[src/rtl/pixirq_pkg.sv]
package pixirq_pkg;

   // event kinds carried by every channel, in status-bit order
   typedef enum int unsigned {
      SRC_UFLOW = 0,
      SRC_EOF   = 1,
      SRC_EOL   = 2
   } src_e;

   typedef enum logic {
      SEL_CTRL = 1'b0,
      SEL_STAT = 1'b1
   } reg_sel_e;

   localparam int unsigned SRCS_PER_CH = 3;
   // per-channel control field: channel enable, then one enable per source
   localparam int unsigned CTRL_FIELDS = SRCS_PER_CH + 1;
   localparam int unsigned CF_CHAN     = 0;
   localparam int unsigned CTRL_BLK    = 0;

   function automatic int unsigned ctrl_pos(int unsigned ch, int unsigned fld);
      return 1 + ch * CTRL_FIELDS + fld;
   endfunction

   function automatic int unsigned flag_pos(int unsigned ch, int unsigned src);
      return ch * SRCS_PER_CH + src;
   endfunction

   function automatic int unsigned ctrl_width(int unsigned nch);
      return 1 + nch * CTRL_FIELDS;
   endfunction

endpackage

[src/rtl/pixirq_ctrl_reg.sv]
module pixirq_ctrl_reg
   import pixirq_pkg::*;
#(
   parameter int unsigned NUM_CH = 3,
   parameter int unsigned DATA_W = 32,
   localparam int unsigned CTRL_W = ctrl_width(NUM_CH),
   localparam int unsigned FLAG_W = NUM_CH * SRCS_PER_CH
) (
   input  logic              clk,
   input  logic              rst_n,
   input  logic              wr_i,
   input  logic [DATA_W-1:0] wdata_i,
   output logic [CTRL_W-1:0] ctrl_q_o,
   output logic              blk_en_o,
   output logic [FLAG_W-1:0] gate_q_o,
   output logic [FLAG_W-1:0] gate_d_o
);

   logic [CTRL_W-1:0] ctrl_q;
   logic [CTRL_W-1:0] ctrl_d;

   assign ctrl_d = wr_i ? wdata_i[CTRL_W-1:0] : ctrl_q;

   always_ff @(posedge clk) begin
      if (!rst_n) ctrl_q <= '0;
      else        ctrl_q <= ctrl_d;
   end

   // per-source gate: channel enable AND source enable
   for (genvar ch = 0; ch < NUM_CH; ch++) begin : g_ch
      for (genvar s = 0; s < SRCS_PER_CH; s++) begin : g_src
         localparam int unsigned FP = flag_pos(ch, s);
         localparam int unsigned CP = ctrl_pos(ch, CF_CHAN);
         localparam int unsigned SP = ctrl_pos(ch, 1 + s);
         assign gate_d_o[FP] = ctrl_d[CP] & ctrl_d[SP];
         assign gate_q_o[FP] = ctrl_q[CP] & ctrl_q[SP];
      end
   end

   assign ctrl_q_o = ctrl_q;
   assign blk_en_o = ctrl_q[CTRL_BLK];

   // contents change only through a control write
   a_r2_ctrl_hold: assert property (@(posedge clk) disable iff (!rst_n)
      !wr_i |=> $stable(ctrl_q));
   // a control write loads the defined bits
   a_r2_ctrl_load: assert property (@(posedge clk) disable iff (!rst_n)
      wr_i |=> (ctrl_q == $past(wdata_i[CTRL_W-1:0])));

endmodule

[src/rtl/pixirq_flag_bank.sv]
module pixirq_flag_bank
   import pixirq_pkg::*;
#(
   parameter int unsigned NUM_CH = 3,
   localparam int unsigned FLAG_W = NUM_CH * SRCS_PER_CH
) (
   input  logic              clk,
   input  logic              rst_n,
   input  logic              blk_en_i,
   input  logic [FLAG_W-1:0] ev_i,
   input  logic              clr_i,
   input  logic [FLAG_W-1:0] clr_mask_i,
   output logic [FLAG_W-1:0] flags_q_o,
   output logic [FLAG_W-1:0] flags_d_o
);

   logic [FLAG_W-1:0] flags_q;
   logic [FLAG_W-1:0] flags_d;

   // set has priority over write-one-to-clear
   for (genvar ch = 0; ch < NUM_CH; ch++) begin : g_ch
      for (genvar s = 0; s < SRCS_PER_CH; s++) begin : g_src
         localparam int unsigned FP = flag_pos(ch, s);
         assign flags_d[FP] = (blk_en_i & ev_i[FP]) |
                              (flags_q[FP] & ~(clr_i & clr_mask_i[FP]));
      end
   end

   always_ff @(posedge clk) begin
      if (!rst_n) flags_q <= '0;
      else        flags_q <= flags_d;
   end

   assign flags_q_o = flags_q;
   assign flags_d_o = flags_d;

   // no new flag while the block is disabled
   a_r4_no_latch_off: assert property (@(posedge clk) disable iff (!rst_n)
      !blk_en_i |=> ((flags_q & ~$past(flags_q)) == '0));
   // an enabled event always leaves its flag set, clear or not
   a_r6_event_wins: assert property (@(posedge clk) disable iff (!rst_n)
      (blk_en_i && (ev_i != '0)) |=> ((flags_q & $past(ev_i)) == $past(ev_i)));
   // cleared bits drop when no event competes
   a_r5_clear_bits: assert property (@(posedge clk) disable iff (!rst_n)
      (clr_i && !blk_en_i) |=> ((flags_q & $past(clr_mask_i)) == '0));
   // without clear or event, flags hold
   a_r5_hold: assert property (@(posedge clk) disable iff (!rst_n)
      (!clr_i && !blk_en_i) |=> $stable(flags_q));

endmodule

[src/rtl/pixirq_irq_merge.sv]
module pixirq_irq_merge #(
   parameter int unsigned FLAG_W = 9
) (
   input  logic              clk,
   input  logic              rst_n,
   input  logic [FLAG_W-1:0] flags_d_i,
   input  logic [FLAG_W-1:0] gate_d_i,
   input  logic [FLAG_W-1:0] flags_q_i,
   input  logic [FLAG_W-1:0] gate_q_i,
   output logic              irq_o
);

   logic irq_q;

   // computed from next-state values so the line tracks the same edge
   always_ff @(posedge clk) begin
      if (!rst_n) irq_q <= 1'b0;
      else        irq_q <= |(flags_d_i & gate_d_i);
   end

   assign irq_o = irq_q;

   // the line always matches the registered flags and gates
   a_r7_irq_tracks: assert property (@(posedge clk) disable iff (!rst_n)
      1'b1 |-> (irq_q == |(flags_q_i & gate_q_i)));

endmodule

[src/rtl/pixout_irq_hub.sv]
module pixout_irq_hub
   import pixirq_pkg::*;
#(
   parameter int unsigned NUM_CH = 3,
   parameter int unsigned DATA_W = 32
) (
   input  logic              clk,
   input  logic              rst_n,
   input  logic              reg_wr,
   input  logic              reg_sel,
   input  logic [DATA_W-1:0] reg_wdata,
   output logic [DATA_W-1:0] reg_rdata,
   input  logic [NUM_CH-1:0] ev_uflow,
   input  logic [NUM_CH-1:0] ev_eof,
   input  logic [NUM_CH-1:0] ev_eol,
   output logic              irq
);

   localparam int unsigned CTRL_W = ctrl_width(NUM_CH);
   localparam int unsigned FLAG_W = NUM_CH * SRCS_PER_CH;

   if (NUM_CH < 1) begin : g_bad_ch
      $error("pixout_irq_hub: NUM_CH must be at least 1");
   end
   if (DATA_W < CTRL_W) begin : g_bad_ctrl_w
      $error("pixout_irq_hub: DATA_W too narrow for control register");
   end
   if (DATA_W < FLAG_W) begin : g_bad_stat_w
      $error("pixout_irq_hub: DATA_W too narrow for status register");
   end

   logic [FLAG_W-1:0] ev_vec;
   logic [CTRL_W-1:0] ctrl_q;
   logic              blk_en;
   logic [FLAG_W-1:0] gate_q;
   logic [FLAG_W-1:0] gate_d;
   logic [FLAG_W-1:0] flags_q;
   logic [FLAG_W-1:0] flags_d;
   logic              ctrl_wr;
   logic              stat_clr;

   for (genvar ch = 0; ch < NUM_CH; ch++) begin : g_pack
      assign ev_vec[flag_pos(ch, SRC_UFLOW)] = ev_uflow[ch];
      assign ev_vec[flag_pos(ch, SRC_EOF)]   = ev_eof[ch];
      assign ev_vec[flag_pos(ch, SRC_EOL)]   = ev_eol[ch];
   end

   assign ctrl_wr  = reg_wr & (reg_sel == SEL_CTRL);
   assign stat_clr = reg_wr & (reg_sel == SEL_STAT);

   pixirq_ctrl_reg #(.NUM_CH(NUM_CH), .DATA_W(DATA_W)) i_ctrl (
      .clk      (clk),
      .rst_n    (rst_n),
      .wr_i     (ctrl_wr),
      .wdata_i  (reg_wdata),
      .ctrl_q_o (ctrl_q),
      .blk_en_o (blk_en),
      .gate_q_o (gate_q),
      .gate_d_o (gate_d)
   );

   pixirq_flag_bank #(.NUM_CH(NUM_CH)) i_flags (
      .clk        (clk),
      .rst_n      (rst_n),
      .blk_en_i   (blk_en),
      .ev_i       (ev_vec),
      .clr_i      (stat_clr),
      .clr_mask_i (reg_wdata[FLAG_W-1:0]),
      .flags_q_o  (flags_q),
      .flags_d_o  (flags_d)
   );

   pixirq_irq_merge #(.FLAG_W(FLAG_W)) i_merge (
      .clk       (clk),
      .rst_n     (rst_n),
      .flags_d_i (flags_d),
      .gate_d_i  (gate_d),
      .flags_q_i (flags_q),
      .gate_q_i  (gate_q),
      .irq_o     (irq)
   );

   always_comb begin
      reg_rdata = '0;
      if (reg_sel == SEL_STAT) reg_rdata[FLAG_W-1:0] = flags_q;
      else                     reg_rdata[CTRL_W-1:0] = ctrl_q;
   end

   // with no write, a read leaves the control register untouched
   a_r9_read_pure: assert property (@(posedge clk) disable iff (!rst_n)
      !reg_wr |=> $stable(ctrl_q));

endmodule

[config.mk]
export PLATFORM = sky130hd
export DESIGN_NAME = pixout_irq_hub
export DESIGN_NICKNAME = d
export VERILOG_FILES = /design/src/rtl/pixirq_pkg.sv /design/src/rtl/pixirq_ctrl_reg.sv /design/src/rtl/pixirq_flag_bank.sv /design/src/rtl/pixirq_irq_merge.sv /design/src/rtl/pixout_irq_hub.sv
export SDC_FILE = /design/constraint.sdc
export NUM_CORES = 1
export LEC_CHECK = 0
export ABC_CLOCK_PERIOD_IN_PS = 1950
export BUFFER_PORTS_ARGS = -buffer_cell sky130_fd_sc_hd__buf_4
export CAP_MARGIN = 20
export CELL_PAD_IN_SITES_DETAIL_PLACEMENT = 1
export CELL_PAD_IN_SITES_GLOBAL_PLACEMENT = 1
export CORE_MARGIN = 3
export CORE_UTILIZATION = 28
export DETAILED_ROUTE_END_ITERATION = 8
export HOLD_SLACK_MARGIN = 0.12
export PLACE_DENSITY = 0.75
export SLEW_MARGIN = 10
export SYNTH_ARGS = -nofsm -noshare
export SYNTH_HDL_FRONTEND = slang
export SYNTH_SLANG_ARGS = --single-unit
[constraint.sdc]
create_clock -name clk -period 1.95 [get_ports clk]
set_clock_uncertainty 0.05 [all_clocks]
set_input_delay 0.39 -clock clk [delete_from_list [all_inputs] [get_ports clk]]
set_output_delay 0.39 -clock clk [all_outputs]
set_load 0.01 [all_outputs]
Word level (Yosys, flattened, before mapping)
Cells that the tools add are included.
{"block": "totals", "ff_bits": 23, "inputBits": 45, "out_inout_bits": 33}
{"block": "op_classes", "muxes": 3, "bitwise": 58, "n_reduce_logical": 1}
{"operator": "1-bit bitwise AND", "count": 38}
{"operator": "13-bit two-way mux", "count": 1}
{"operator": "1-bit NOT", "count": 10}
{"operator": "9-bit bitwise AND", "count": 1}
{"operator": "9-bit two-way mux", "count": 1}
{"operator": "1-bit bitwise OR", "count": 9}
{"operator": "9-bit OR reduction", "count": 1}
{"operator": "4-bit two-way mux", "count": 1}

Longest topological paths before layout
Gate-level depths: netlist (run 1).
{"block": "logic_depth", "depth_word": 7, "depth_mapped": 6, "mapped_depth_nobuf": 5}

Modules after synthesis
A second synthesis (run 1) with hierarchy kept.
{"block": "hier_totals", "hier_cells": 173, "hier_area_um2": 1579.0}
{"mod": "pixirq_ctrl_reg", "n_inst": 1, "cells_each": 81, "area_per_inst_um2": 703.2, "seq_area_each_um2": 260.2}
{"mod": "pixirq_flag_bank", "n_inst": 1, "cells_each": 48, "area_per_inst_um2": 464.2, "seq_area_each_um2": 180.2}
{"mod": "pixout_irq_hub", "n_inst": 1, "cells_each": 37, "area_per_inst_um2": 340.3, "seq_area_each_um2": 0.0}
{"mod": "pixirq_irq_merge", "n_inst": 1, "cells_each": 7, "area_per_inst_um2": 71.3, "seq_area_each_um2": 20.0}

Worst setup path after synthesis (run 1)
Ideal clock, no wire load.
{"block": "synth_timing", "path_kind": "input port to flip-flop", "from": "in reg_wr", "to": "reg i_merge.irq_q, in the netlist i_merge.irq_o", "setup_ns": 0.123, "arrival_time_ns": 1.381, "path_slack_ns": 0.396, "cell_stages": 5, "cell_sequence": "nor2b_1 mux2i_1 o22ai_1 a2111oi_2 o21ai_1"}
{"block": "synth_via", "elab_chain_len": 7}
{"item": "from (decl)", "line": "pixout_irq_hub.sv:9", "text": "input logic reg_wr,"}
{"item": "1-bit bitwise AND", "line": "pixout_irq_hub.sv:49", "text": "assign stat_clr = reg_wr & (reg_sel == SEL_STAT);"}
{"item": "1-bit bitwise AND", "line": "pixirq_flag_bank.sv:25", "text": "(flags_q[FP] & ~(clr_i & clr_mask_i[FP]));"}
{"item": "1-bit NOT", "line": "pixirq_flag_bank.sv:25"}
{"item": "1-bit bitwise AND", "line": "pixirq_flag_bank.sv:25"}
{"item": "1-bit bitwise OR", "line": "pixirq_flag_bank.sv:24", "text": "assign flags_d[FP] = (blk_en_i & ev_i[FP]) |"}
{"item": "9-bit bitwise AND (*)", "line": "pixirq_irq_merge.sv:18", "text": "else irq_q <= |(flags_d_i & gate_d_i);"}
{"item": "9-bit OR reduction (*)", "line": "pixirq_irq_merge.sv:18"}
{"item": "to (signal assigned)", "line": "pixirq_irq_merge.sv:18"}
{"item": "to (decl)", "line": "pixirq_irq_merge.sv:13", "text": "logic irq_q;"}
Mark *: on every way between the ends. The rest lies on a longest branch, timed or not.
A chain may end at the register's enable or synchronous reset.

Worst setup path in the final report (run 1)
{"block": "layout_timing", "from": "reg i_ctrl.ctrl_q[0], in the netlist i_ctrl.ctrl_q_o[0]", "to": "out reg_rdata[0]"}
{"block": "layout_via", "elab_chain_len": 1}
{"item": "from (decl)", "line": "pixirq_ctrl_reg.sv:19", "text": "logic [CTRL_W-1:0] ctrl_q;"}
{"item": "from (signal assigned)", "line": "pixirq_ctrl_reg.sv:26", "text": "else ctrl_q <= ctrl_d;"}
{"item": "9-bit two-way mux", "line": "pixout_irq_hub.sv:85", "text": "if (reg_sel == SEL_STAT) reg_rdata[FLAG_W-1:0] = flags_q;"}
{"item": "to (decl)", "line": "pixout_irq_hub.sv:12", "text": "output logic [DATA_W-1:0] reg_rdata,"}
No other way between the ends.

==> run_results.csv, run 1 <==
group,metric,value,unit
routing,dr.pass1.iters,4,
finish,layout-drive-gt1-share,32.1,%
finish,synthToLayoutAreaGrowth,28.4,%
grt,grt_overflow,0,
hold_path,min_to,"i_ctrl.ctrl_q_o[9]$_SDFF_PN0_",
routing,vias_per_cell,4.60,
routing,wl_per_cell,13.3,um
logic_synthesis,synth_top_area_share,37.6,%
floorplanning,design.die.area,5200,um^2
logic_synthesis,synth_area,1220,um^2
logic_synthesis,avgSynthCellArea,8.38,um^2
setup_path,cp_max_fo,11,
routing,route.detailed.drc,0,
timing,finalMaxSlewViolations,0,
placement,postPlaceCellArea,1530,um^2
floorplanning,fp.dieH,72.1,um
grt,track_usage,12.8,%
routing,wl,3160,um
flow_run,maxCapViolCount,0,
clock_network,cts_made_buffers,3,
hold_path,hold_path_depth,2,
power,p_leak,0.712,nW
logic_synthesis,ys_types,22,
logic_synthesis,netlist_instances,146,
routing,antenna_left,0,
grt,antenna_found_initial,0,
setup_path,reg2reg_depth,4,
routing,drtIter0Drc,53,
timing,setup_viol,0,
finish,fin_util,38.2,%
floorplanning,die_x,72.1,um
placement,portBuffers,39,
setup_path,worstPathArrival,1240,ps
power,p_per_area,632,nW/um^2
floorplanning,core_area,4120,um^2
setup_path,cp_cell_sequence,"mux2_2 -> buf_4",
logic_synthesis,synth_ff_type,"dfxtp_1",
clock_network,cts.root.buffer_cell,"clkbuf_8",
setup_path,slowest_stage,"dfxtp_1",
hold_path,hold_start,"rst_n",
timing,rsz0062_at_grt,"false",
logic_synthesis,synth_edf_count,0,
timing,fin_crit_sh,86.2,%
grt,grt_pass1_wl,5290,um
setup_path,worst_setup_path_end_kind,"output port",
placement,post-place-ws,-9.80,ps
routing,vias,1090,
placement,hpwl,2420,um
grt,grt_pass1_vias,1140,
logic_synthesis,synth-seq-cells,23,
clock_network,hold_buffers,0,
clock_network,cts_resized,0,
clock_network,cts_setup_buffers,0,
logic_synthesis,synth_top_cell_by_area,"dfxtp_1",
clock_network,cts_buffer_depth,2,
setup_path,startpoint_type,"flop",
hold_path,min-delay-path-class,"input pin to flop",
power,max-vdd-ir-drop,231,uV
finish,antenna_cells,0,
logic_synthesis,synth_warnings,0,
placement,gp_congestion,0.731,
floorplanning,ioPinCount,78,
setup_path,critPathRequiredTime,1510,ps
timing,holdWs,285,ps
clock_network,htree_levels,1,
timing,clock.fmax,0.595,GHz
logic_synthesis,synth_seq_area_share,37.6,%
timing,fin_ws,269,ps
setup_path,worstReg2RegEnd,"i_merge.irq_o$_SDFF_PN0_",
timing,final.min_clock_period,1680,ps
clock_network,cts.reportedPaths.clkPinSlew,80,ps
clock_network,cts_tree,"built",
logic_synthesis,async_flop_share,0,%
floorplanning,start_util,29.7,%
setup_path,max_stage_delay,620,ps
status,outcome,"completed",
logic_synthesis,ys_top_cells_by_area,"dfxtp_1 38%, buf_4 13%, mux2_2 8.3%",
setup_path,r2r_setup_slack,330,ps
logic_synthesis,yosysMostFrequentCell,"dfxtp_1",
grt,grt_max_degree,26,
setup_path,r2r-start,"i_ctrl.ctrl_q_o[0]$_SDFFE_PN0N_",
finish,fin_area,1570,um^2
logic_synthesis,synth_commonest_cells,"23 x dfxtp_1, 22 x buf_4, 17 x nand2_1, 15 x nor2_1, 13 x nand3_1",
setup_path,critical_path_class,"flop to output port",
finish,nets,233,
floorplanning,row_count,23,
clock_network,insertion_delay,270,ps
clock_network,cts.sinks,23,
timing,hold_viol,0,
-- worst max-delay path: cells and delay by family, from the launching register on --
| family | cells | cell delay (ps) |
|---|---|---|
| flip-flops | 1 | 620 |
| multiplexers | 1 | 240 |
| buffers and inverters | 1 | 110 |
-- through the flow --
| step | cells | power, mW | TNS (ps) |
|---|---|---|---|
| after floorplan | 164 | 0.635 | 0 |
| after global placement | 233 | 0.696 | 0 |
| after detailed placement | 233 | 0.700 | -9.80 |
| after CTS | 237 | 1.01 | 0 |
| after global routing | 237 | 1.05 | 0 |
| final | 237 | 0.993 | 0 |
-- state kept, by name, indices dropped and copies added (netlist names) --
register           flops
i_ctrl.ctrl_q_o       13
i_merge.irq_o          1
i_flags.flags_q_o      9
-- report_power, final --
group          switching [mW]  internal (mW)  leakage, nW
registers              0.0136          0.488        0.187
clock network           0.163          0.143       0.0255
logic                  0.0955         0.0898        0.499
total                   0.272          0.721        0.712
-- per-layer routing --
layer | part of all wire (%) | global-route usage [%]
met1 | 45 | 16.9
met2 | 47 | 21.3
met3 | 6.8 | 1.80
met4 | 1.1 | 4.38
met5 | 0 | 0
-- cell type report --
class                           count  area, um^2
Clock buffer                        3        41.3
Clock inverter                      1        5.00
Fill cell                         505        2540
Inverter                            1        3.75
Multi-Input combinational cell    113         641
Sequential cell                    23         460
Tap cell                           50        62.6
Timing Repair Buffer               46         358
-- worst max-delay path by stage --
stage          cells after the start                       startpoint  slack, ps                  endpoint
6_report                           2  i_ctrl.ctrl_q_o[0]$_SDFFE_PN0N_        270              reg_rdata[0]
5_1_grt                            2  i_ctrl.ctrl_q_o[0]$_SDFFE_PN0N_        170              reg_rdata[0]
4_1_cts                            2  i_ctrl.ctrl_q_o[0]$_SDFFE_PN0N_        240              reg_rdata[0]
3_5_place_dp                       6                          reg_sel        -10  i_merge.irq_o$_SDFF_PN0_
3_3_place_gp                       6                          reg_sel         20  i_merge.irq_o$_SDFF_PN0_
2_1_floorplan                      5                           reg_wr        400  i_merge.irq_o$_SDFF_PN0_
-- cells in the final DEF (no fill, tap or decap), drive strengths merged, types with 5 or more instances in the layout --
cell    n
conb   19
nor2b   5
dfxtp  23
a22oi   9
mux2    9
mux2i   5
a21oi   9
nor2   15
nand3  13
nand2  17
buf    46
-- logic make-up (layout without fill, tap and decap cells) --
| group | after synthesis | count (layout) | share of synthesized area (%) |
|---|---|---|---|
| AO/OA/AOI/OAI | 26 | 26 | 13.8 |
| other | 1 | 19 | 0.306 |
| multiplexers | 14 | 14 | 12.4 |
| flip-flops | 23 | 23 | 37.6 |
| buffers and inverters | 28 | 51 | 15.5 |
| AND/OR/NAND/NOR | 54 | 54 | 20.3 |
Note: power is estimated with default switching activity, not from simulation.
==> inputs of run 2 (changes only) <==
Settings changed: CORE_UTILIZATION 28 to 30, CTS_BUF_LIST set to sky130_fd_sc_hd__clkbuf_4 sky130_fd_sc_hd__clkbuf_8, PLACE_DENSITY 0.75 to 0.8.
==> run 2 against run 1 <==
Compared with the run above: design area rose by 2.2%; maximum frequency fell by 3.0%; hold slack improved by 20 ps; largest cell class unchanged; critical path depth rose by 3; total power rose by 2.1%; sequential power barely moved; die area fell by 6.1%; clock-buffer cell count rose by 1; first-iteration DRC count rose by 42%; critical endpoint is now reg_rdata[1]; clock power rose by 3%; global-route usage rose by 1.1 points; combinational power rose by 6%.
==> run_results.csv, run 2 (synthesis results as in run 1) <==
group,metric,value,unit
setup_path,cp_max_fo,11,
setup_path,worstReg2RegEnd,"i_merge.irq_o$_SDFF_PN0_",
clock_network,cts.sinks,23,
floorplanning,die_x,69.9,um
timing,clock.fmax,0.577,GHz
setup_path,worst_setup_path_end_kind,"output port",
finish,nets,236,
floorplanning,ioPinCount,78,
timing,final.min_clock_period,1730,ps
clock_network,cts_buffer_depth,2,
finish,synthToLayoutAreaGrowth,31.3,%
routing,wl_met2,1650,um
clock_network,insertion_delay,260,ps
timing,finalMaxSlewViolations,0,
timing,rsz0062_at_grt,"false",
clock_network,hold_buffers,0,
grt,grt_overflow,0,
routing,top_layer_used,"met4",
routing,vias_per_cell,4.74,
clock_network,htree_levels,1,
power,p_int,0.745,mW
routing,wl_met3,192,um
placement,portBuffers,39,
finish,nFillCells,485,
grt,track_usage,13.9,%
timing,holdWs,305,ps
finish,largest_reg_flops,13,
status,outcome,"completed",
grt,grt_pass1_vias,1116,
setup_path,r2r-start,"i_ctrl.ctrl_q_o[0]$_SDFFE_PN0N_",
setup_path,critPathCapture,"reg_rdata[1]",
power,p_leak,0.732,nW
floorplanning,core_area,3800,um^2
timing,fin_crit_sh,88.9,%
clock_network,cts_setup_buffers,0,
clock_network,cts.reportedPaths.clkPinSlew,80,ps
routing,route.detailed.drc,0,
finish,antenna_cells,0,
setup_path,critPathRequiredTime,1510,ps
floorplanning,design.die.area,4880,um^2
setup_path,startpoint_type,"input pin",
power,pwr-share-comb,19.3,%
setup_path,critical_path_class,"input pin to output port",
setup_path,worstPathArrival,1290,ps
routing,antenna_left,0,
clock_network,cts_made_buffers,3,
grt,antenna_found_initial,0,
finish,layout-drive-gt1-share,33.2,%
timing,hold_viol,0,
clock_network,cts_resized,0,
power,p_per_area,631,nW/um^2
finish,layout_common_cells,"47 x buf_4, 23 x dfxtp_1, 19 x conb_1",
power,max-vdd-ir-drop,308,uV
hold_path,min-delay-path-class,"input pin to flop",
routing,wl,3360,um
setup_path,reg2reg_depth,4,
routing,wl_per_cell,14.1,um
flow_run,maxCapViolCount,0,
power,power_frac_seq,49.5,%
finish,fin_util,42.3,%
finish,layout_commonest_cell,"buf_4",
power,p_sw_share,26.5,%
routing,dr.pass1.iters,4,
setup_path,r2r_setup_slack,270,ps
floorplanning,row_count,22,
placement,gp_congestion,0.774,
timing,setup_viol,0,
routing,vias,1129,
setup_path,cp-startpoint,"reg_sel",
floorplanning,start_util,32.2,%
power,clock_power_share,31.1,%
power,power.switching,0.269,mW
hold_path,hold_path_depth,2,
routing,drt-met1-wl,1460,um
clock_network,cts.root.buffer_cell,"clkbuf_8",
clock_network,cts_tree,"built",
power,power.total,1.01,mW
grt,grt_pass1_wl,5450,um
placement,hpwl,2650,um
grt,grt_max_degree,14,
routing,drtIter0Drc,75,
floorplanning,fp.dieH,69.9,um
timing,final.setup.tns,0,ps
[run 2: changes by cell type in the layout (fill, tap and decap cells not counted), sizes merged]
cell    change
clkinv      -1
clkbuf      +1
buf         +3
[run 2: worst max-delay path, stage by stage]
cell    delay (ps)
buf_4          110
buf_12         120
buf_4          160
mux2_2         350
buf_4          150
[run 2: power by group through the flow]
stage                     Sequential [mW]  Clock [mW]  Combinational, mW
after global routing                0.505       0.354              0.216
final                               0.502       0.316              0.196
after global placement              0.512           0              0.193
after CTS                           0.502       0.327              0.197
after floorplan                     0.507           0              0.128
after detailed placement            0.513           0              0.196
[run 2: layer usage]
layer,up-vias,track usage [%]
met1,538,18.1
met3,5,2.01
met2,30,22.7
li1,556,-
met4,0,6.17
met5,-,0
[run 2: layout make-up]
type	instances	area, um^2	share of cell area [%]
multi-input combinational	113	641	39.9
sequential	23	460	28.7
timing repair buffer	49	393	24.5
tap	48	60.1	3.74
clock buffer	4	48.8	3.04
inverter	1	3.75	0.234
[run 2: how the worst min path moves through the flow]
stage | startpoint | to
finish | rst_n | i_ctrl.ctrl_q_o[9]$_SDFF_PN0_
global placement | i_ctrl.ctrl_q_o[10]$_SDFF_PN0_ | i_ctrl.ctrl_q_o[10]$_SDFF_PN0_
global route | rst_n | i_ctrl.ctrl_q_o[9]$_SDFF_PN0_
CTS | rst_n | i_ctrl.ctrl_q_o[9]$_SDFF_PN0_
detailed placement | i_ctrl.ctrl_q_o[10]$_SDFF_PN0_ | i_ctrl.ctrl_q_o[10]$_SDFF_PN0_
floorplan | i_ctrl.ctrl_q_o[10]$_SDFF_PN0_ | i_ctrl.ctrl_q_o[10]$_SDFF_PN0_
[run 2: metrics by stage]
| step | area [um^2] | instances | worst slack [ps] |
|---|---|---|---|
| after detailed placement | 1560 | 234 | -25.2 |
| after global routing | 1610 | 238 | 172 |
| after CTS | 1610 | 238 | 210 |
| after floorplan | 1290 | 164 | 396 |
| final | 1610 | 238 | 217 |
| after global placement | 1560 | 234 | 28.6 |
